==> src/rtl/mt_pkg.sv <==
`timescale 1ns/1ps
package mt_pkg;

  typedef enum logic [1:0] {
    MODE_ONCE   = 2'd0,
    MODE_REPEAT = 2'd1,
    MODE_RSVD   = 2'd2,
    MODE_FREE   = 2'd3
  } mt_mode_e;

  localparam int DATA_W = 32;

  // offsets inside a channel bank
  localparam logic [3:0] OFS_CTRL = 4'h0;
  localparam logic [3:0] OFS_CLK  = 4'h4;
  localparam logic [3:0] OFS_CNT  = 4'h8;
  localparam logic [3:0] OFS_CMP  = 4'hC;

  // offsets inside the shared bank (bank 0)
  localparam logic [3:0] OFS_IEN  = 4'h0;
  localparam logic [3:0] OFS_PEND = 4'h8;

  // field positions
  localparam int CTRL_EN_BIT   = 0;
  localparam int CTRL_CLR_BIT  = 1;
  localparam int CTRL_MODE_LSB = 4;
  localparam int CLK_DIV_BIT   = 0;
  localparam int CLK_SRC_BIT   = 4;

endpackage

==> src/rtl/mt_prescale.sv <==
`timescale 1ns/1ps
module mt_prescale (
  input  logic clk,
  input  logic rst,
  input  logic fast_tick,
  input  logic slow_tick,
  input  logic src_slow,
  input  logic div2,
  input  logic run,
  input  logic restart,
  output logic tick_out
);

  logic sel_tick;
  logic phase_q;

  assign sel_tick = src_slow ? slow_tick : fast_tick;

  always_ff @(posedge clk) begin
    if (rst) begin
      phase_q <= 1'b0;
    end else if (restart) begin
      phase_q <= 1'b0;
    end else if (run && sel_tick && div2) begin
      phase_q <= ~phase_q;
    end
  end

  assign tick_out = sel_tick & (~div2 | phase_q);

endmodule

==> src/rtl/mt_channel.sv <==
`timescale 1ns/1ps
module mt_channel
  import mt_pkg::*;
#(
  parameter int CNT_W = 32
) (
  input  logic             clk,
  input  logic             rst,
  input  logic             fast_tick,
  input  logic             slow_tick,
  input  logic             ctrl_we,
  input  logic             wr_en,
  input  logic             wr_clr,
  input  logic [1:0]       wr_mode,
  input  logic             clk_we,
  input  logic             wr_src,
  input  logic             wr_div,
  input  logic             cmp_we,
  input  logic [CNT_W-1:0] wr_cmp,
  output logic             en_q,
  output logic [1:0]       mode_q,
  output logic             src_q,
  output logic             div_q,
  output logic [CNT_W-1:0] cnt_q,
  output logic [CNT_W-1:0] cmp_q,
  output logic             match
);

  logic             tick;
  logic             step;
  logic [CNT_W-1:0] cnt_inc;
  mt_mode_e         mode_e;

  assign mode_e = mt_mode_e'(mode_q);

  mt_prescale u_pre (
    .clk       (clk),
    .rst       (rst),
    .fast_tick (fast_tick),
    .slow_tick (slow_tick),
    .src_slow  (src_q),
    .div2      (div_q),
    .run       (en_q),
    .restart   (ctrl_we),
    .tick_out  (tick)
  );

  assign cnt_inc = cnt_q + CNT_W'(1);
  assign step    = en_q & tick & ~ctrl_we;
  assign match   = step & (cnt_inc == cmp_q);

  always_ff @(posedge clk) begin
    if (rst) begin
      en_q   <= 1'b0;
      mode_q <= 2'd0;
      cnt_q  <= '0;
    end else if (ctrl_we) begin
      en_q   <= wr_en;
      mode_q <= wr_mode;
      if (wr_clr) cnt_q <= '0;
    end else if (step) begin
      if (match) begin
        unique case (mode_e)
          MODE_REPEAT: cnt_q <= '0;
          MODE_FREE:   cnt_q <= cnt_inc;
          default: begin
            cnt_q <= cnt_inc;
            en_q  <= 1'b0;
          end
        endcase
      end else begin
        cnt_q <= cnt_inc;
      end
    end
  end

  always_ff @(posedge clk) begin
    if (rst) begin
      src_q <= 1'b0;
      div_q <= 1'b0;
      cmp_q <= '0;
    end else begin
      if (clk_we) begin
        src_q <= wr_src;
        div_q <= wr_div;
      end
      if (cmp_we) cmp_q <= wr_cmp;
    end
  end

endmodule

==> src/rtl/mt_timer.sv <==
`timescale 1ns/1ps
module mt_timer
  import mt_pkg::*;
#(
  parameter int NUM_CH = 3,
  parameter int CNT_W  = 32,
  parameter int ADDR_W = 8
) (
  input  logic              clk,
  input  logic              rst,
  input  logic [ADDR_W-1:0] bus_addr,
  input  logic              bus_we,
  input  logic [31:0]       bus_wdata,
  output logic [31:0]       bus_rdata,
  input  logic              fast_tick,
  input  logic              slow_tick,
  output logic              irq
);

  localparam int BANK_W = ADDR_W - 4;

  logic [BANK_W-1:0] bank;
  logic [3:0]        ofs;
  logic              shared_sel;
  logic              ien_we;
  logic              ack_we;

  logic [NUM_CH-1:0]            ien_q;
  logic [NUM_CH-1:0]            pend_q;
  logic [NUM_CH-1:0]            match_v;
  logic [NUM_CH-1:0]            en_v;
  logic [NUM_CH-1:0][1:0]       mode_v;
  logic [NUM_CH-1:0]            src_v;
  logic [NUM_CH-1:0]            div_v;
  logic [NUM_CH-1:0][CNT_W-1:0] cnt_all;
  logic [NUM_CH-1:0][CNT_W-1:0] cmp_all;

  logic [DATA_W-1:0] rd_d;
  logic [DATA_W-1:0] rdata_q;
  logic              irq_q;

  assign bank       = bus_addr[ADDR_W-1:4];
  assign ofs        = bus_addr[3:0];
  assign shared_sel = (bank == '0);
  assign ien_we     = bus_we & shared_sel & (ofs == OFS_IEN);
  assign ack_we     = bus_we & shared_sel & (ofs == OFS_PEND);

  for (genvar i = 0; i < NUM_CH; i++) begin : g_ch
    logic ch_sel;
    assign ch_sel = (bank == BANK_W'(i + 1));

    mt_channel #(.CNT_W(CNT_W)) u_ch (
      .clk       (clk),
      .rst       (rst),
      .fast_tick (fast_tick),
      .slow_tick (slow_tick),
      .ctrl_we   (bus_we & ch_sel & (ofs == OFS_CTRL)),
      .wr_en     (bus_wdata[CTRL_EN_BIT]),
      .wr_clr    (bus_wdata[CTRL_CLR_BIT]),
      .wr_mode   (bus_wdata[CTRL_MODE_LSB+1:CTRL_MODE_LSB]),
      .clk_we    (bus_we & ch_sel & (ofs == OFS_CLK)),
      .wr_src    (bus_wdata[CLK_SRC_BIT]),
      .wr_div    (bus_wdata[CLK_DIV_BIT]),
      .cmp_we    (bus_we & ch_sel & (ofs == OFS_CMP)),
      .wr_cmp    (bus_wdata[CNT_W-1:0]),
      .en_q      (en_v[i]),
      .mode_q    (mode_v[i]),
      .src_q     (src_v[i]),
      .div_q     (div_v[i]),
      .cnt_q     (cnt_all[i]),
      .cmp_q     (cmp_all[i]),
      .match     (match_v[i])
    );
  end

  // shared interrupt state
  always_ff @(posedge clk) begin
    if (rst) begin
      ien_q  <= '0;
      pend_q <= '0;
      irq_q  <= 1'b0;
    end else begin
      if (ien_we) ien_q <= bus_wdata[NUM_CH-1:0];
      pend_q <= (pend_q & ~(ack_we ? bus_wdata[NUM_CH-1:0] : '0)) | match_v;
      irq_q  <= |(pend_q & ien_q);
    end
  end

  // read mux, registered
  always_comb begin
    rd_d = '0;
    if (shared_sel) begin
      if (ofs == OFS_IEN)  rd_d = DATA_W'(ien_q);
      if (ofs == OFS_PEND) rd_d = DATA_W'(pend_q);
    end
    for (int i = 0; i < NUM_CH; i++) begin
      if (bank == BANK_W'(i + 1)) begin
        unique case (ofs)
          OFS_CTRL: rd_d = DATA_W'({mode_v[i], 3'b000, en_v[i]});
          OFS_CLK:  rd_d = DATA_W'({src_v[i], 3'b000, div_v[i]});
          OFS_CNT:  rd_d = DATA_W'(cnt_all[i]);
          OFS_CMP:  rd_d = DATA_W'(cmp_all[i]);
          default:  rd_d = '0;
        endcase
      end
    end
  end

  always_ff @(posedge clk) begin
    if (rst) rdata_q <= '0;
    else     rdata_q <= rd_d;
  end

  assign bus_rdata = rdata_q;
  assign irq       = irq_q;

endmodule

==> config.mk <==
export PLATFORM = sky130hd
export DESIGN_NAME = mt_timer
export DESIGN_NICKNAME = d
export VERILOG_FILES = /design/src/rtl/mt_pkg.sv /design/src/rtl/mt_prescale.sv /design/src/rtl/mt_channel.sv /design/src/rtl/mt_timer.sv
export SDC_FILE = /design/constraint.sdc
export NUM_CORES = 1
export LEC_CHECK = 0
export BUFFER_PORTS_ARGS = -buffer_cell sky130_fd_sc_hd__buf_2
export CAP_MARGIN = 30
export CORE_MARGIN = 2
export CORE_UTILIZATION = 55
export DETAILED_ROUTE_END_ITERATION = 16
export GPL_TIMING_DRIVEN = 1
export PLACE_DENSITY = 0.81
export SYNTH_ARGS = -nofsm -noshare
export SYNTH_HDL_FRONTEND = slang
export SYNTH_SLANG_ARGS = --single-unit
export TNS_END_PERCENT = 30
==> constraint.sdc <==
create_clock -name clk -period 3.3 [get_ports clk]
set_input_delay 0.165 -clock clk [delete_from_list [all_inputs] [get_ports clk]]
set_output_delay 0.165 -clock clk [all_outputs]
set_load 0.03 [all_outputs]
==> results.md <==
* Synth Instances at 1,993
* DR iter-0 viols at 2,146
* PwrDens at between 300 and 400 mW/mm²
* Setup bufs post-CTS at 0
* EDFF count, synth at 0
* Vias in the first global route at 15,170
* Starting Density at 55.44%
* Die Ht at 170.7 µm
* Row Count at 61
* Antenna violations before repair at 0
* Slowest stage delay, CP at 560 ps
* I/O pin count at 78
* Routability Congestion at 1.023
* Final worst slack at -48.05 ps
* Maximum clock skew at final layout at 15.26 ps
* Syn_nets at 2,041
* Chip width at 170.7 µm
* Synth area leaders: dfxtp_1, nand2_1, xnor2_1, mux2i_1, a21oi_1
* Type of origin of the critical path: flip-flop
* Routed len/inst at 20.92 µm
* Largest net degree at the start of global routing at 60
* Via Count at roughly 16,000
* CTS H-Tree Depth at 1
* Outcome: finished with violations
* Clock Latency Late Sink at approximately 560 ps
* Total GRT Usage at 36.35%
* Fmax achieved at 298.7 MHz
* Die Area at between 0.02 and 0.03 mm²
* Cts bufs inserted at 28
* Post-synth top flop: dfxtp_1
* Worst reg2reg setup slack at -50 ps
* Worst hold path class: in -> reg
* Layout fillers at ~2,200
* Dpl hpwl at 39,240 µm
* Global-route wire length before repair at 83,300 µm
* DP Worst Slack at -64.73 ps
* Clock root cell: clkbuf_16
* Detailed-route DRC error count at 0
* Final setup vio count at 13
* Commonest cells in the netlist: nand2_1, dfxtp_1, a21oi_1
* Worst EP required at approximately 3700 ps
* Max-slew violations at 0
* Crit-path slowest cell: or4_4
* Async SR Flop Fraction at 0%
* Most frequent cell after synthesis: nand2_1
* DR pass1 iterations at 7
* Final std cells w/o fill at 2,583
* Failing checks: setup timing
* Number of synthesized register bits at about 250
* Crit share post-route at 101.5%
* Worst rel slew slack at 39.19%
* CTS tree: yes
* Gr ovfl total at 0
* Buf/Inv on CP at 1
* Peak VDD IR at 346.0 µV
* Core area at 0.02755 mm²
* Clock Sinks at 249
* Max Cap Viol at 0
* Final Hold Viols at 0
* Tightest Pin Transition at 912.1 ps
* Layout cells sized above 1 at 19.46%
* Crit path DAT at 3780 ps
* YS warnings at 0
* Area leader, netlist: dfxtp_1
* Fin crit period at roughly 3300 ps
* Post-synthesis cell type count at just under 80
* Reg clk slew, reported paths at 60 ps
* Seq/Total Area, Yosys at 32.63%
* Worst path top cell family by delay: compound AO/OA/AOI/OAI gates
* Crit path capture type: flip-flop
* I/O Buffers at 77
* Nets at 2,231
* Leakage power at 6.952 nW
* Routed wire length at 54,050 µm
* Unrepaired setup endpoints after global routing: true
* Post-Syn Area per Cell at 7.665 µm²
* Yosys top cell area share at 32.63%
* Routed vias/inst at 6.322
* Clk buf depth at 3
* Crit path kind: reg -> reg
* CP Cell Sequence: ha_4 > nand3_1 > a2111oi_1 > o21ai_0 > a22oi_1 > nand4_1 > or4_4 > o41a_4 > buf_12 > mux2_4
* Post-DRT Antenna Nets at 0
* Placed Cells at 2,499
* Max Fanout on Critical Path at 22
* Layout Area Growth over Synthesis at 22.52%
* Netlist Area Pre-Place at 0.01528 mm²
kinds of logic (layout without fill, tap and decap cells):
kind of cell | count (synthesis) | after routing | share of synthesized area (%)
other cells | 0 | 1 | 0
simple gates | 865 | 865 | 27.98
compound gates | 423 | 423 | 17.25
flops | 249 | 249 | 32.63
xor+xnor | 147 | 147 | 8.428
fa+ha+maj | 3 | 3 | 0.2457
buf+inv | 189 | 400 | 5.070
mux | 117 | 117 | 8.395
power breakdown:
part	switching (mW)	internal (mW)
combinational	0.190	0.0974
sequential	0.00193	3.01
clock	1.34	2.12
total	1.54	5.23
layout make-up:
| type | count | area [µm²] | share of cell area [%] |
|---|---|---|---|
| multi-input combinational | 1555 | 9694 | 51.79 |
| sequential | 249 | 4997 | 26.70 |
| timing repair buffer | 319 | 2420 | 12.93 |
| clock buffer | 39 | 823.3 | 4.399 |
| tap | 378 | 473.0 | 2.527 |
| clock inverter | 12 | 193.9 | 1.036 |
| inverter | 30 | 112.6 | 0.6016 |
| antenna | 1 | 2.502 | 0.01337 |
worst paths after layout:
| path | start | end | cells after the start |
|---|---|---|---|
| max | g_ch[2].u_ch.cnt_q[1] | g_ch[2].u_ch.cnt_q[0] | 10 |
| min | rst | g_ch[2].u_ch.div_q | 2 |
| max reg2reg | g_ch[2].u_ch.cnt_q[1] | g_ch[2].u_ch.cnt_q[0] | 10 |
| min reg2reg | g_ch[1].u_ch.cmp_q[10] | g_ch[1].u_ch.cmp_q[10] | 2 |
metrics by stage:
stage               power, mW  hold WS [ps]  setup TNS [ps]  utilization (%)  area [µm²]
floorplan               3.205         301.0               0                -       15290
finish                  6.764         66.17          -243.5            67.93       18720
global route            6.904         53.23           -2303            67.92       18710
CTS                     6.742         36.35               0            67.52       18600
detailed placement      3.319         461.7          -688.3            62.51       17220
global placement        3.318         454.0          -368.5            62.41       17200
registers in the layout (all words and copies together) (netlist names):
signal,count
bus_rdata,32
g_ch.u_ch.cmp_q,96
g_ch.u_ch.cnt_q,96
g_ch.u_ch.div_q,3
g_ch.u_ch.en_q,3
g_ch.u_ch.mode_q,6
g_ch.u_ch.src_q,3
g_ch.u_ch.u_pre.phase_q,3
ien_q,3
irq,1
pend_q,3
what timing repair did:
| item | in CTS | in global routing |
|---|---|---|
| pin swaps | 1 | 5 |
| endpoints found under the hold margin | 97 | 0 |
| hold buffers | 32 | 0 |
| gates resized for setup | 8 | 33 |
| gates cloned | 0 | 0 |
| endpoints found under the setup margin | 25 | 90 |
metal layers:
layer  GRT usage (%)  vias to the layer above  wire length (µm)
met3           6.454                      187              5127
met4           16.69                        0              2581
li1                -                     7530                 -
met1           47.52                     7746             21700
met5               0                        -                 0
met2           58.49                      867             24640
cells in the final DEF (no fill, tap or decap), types with 10 or more instances in the layout:
master	instances
nand2_1	346
dfxtp_1	239
buf_4	202
a21oi_1	146
nor2_1	126
xnor2_1	96
nand3_1	91
mux2i_1	82
buf_2	75
o21ai_0	63
nand4_1	59
xor2_1	51
a31oi_1	43
nor3_1	41
o22ai_1	33
dlygate4sd3_1	32
inv_1	30
nor4_1	29
clkbuf_16	29
mux2_2	28
and3_1	21
nand2b_1	20
and2_1	18
o311ai_0	16
and4_1	15
or3_1	15
a21o_1	14
a22oi_1	13
nand3b_1	12
nor4_2	12
nor2b_1	10
dfxtp_2	10
worst register-to-register path, stage by stage (launching register included):
cell	delay, ps
dfxtp_2	350
ha_4	170
nand3_1	250
a2111oi_1	420
o21ai_0	250
a22oi_1	230
nand4_1	140
or4_4	560
o41a_4	420
buf_12	180
mux2_4	270
Note: power is estimated with default switching activity, not from simulation.
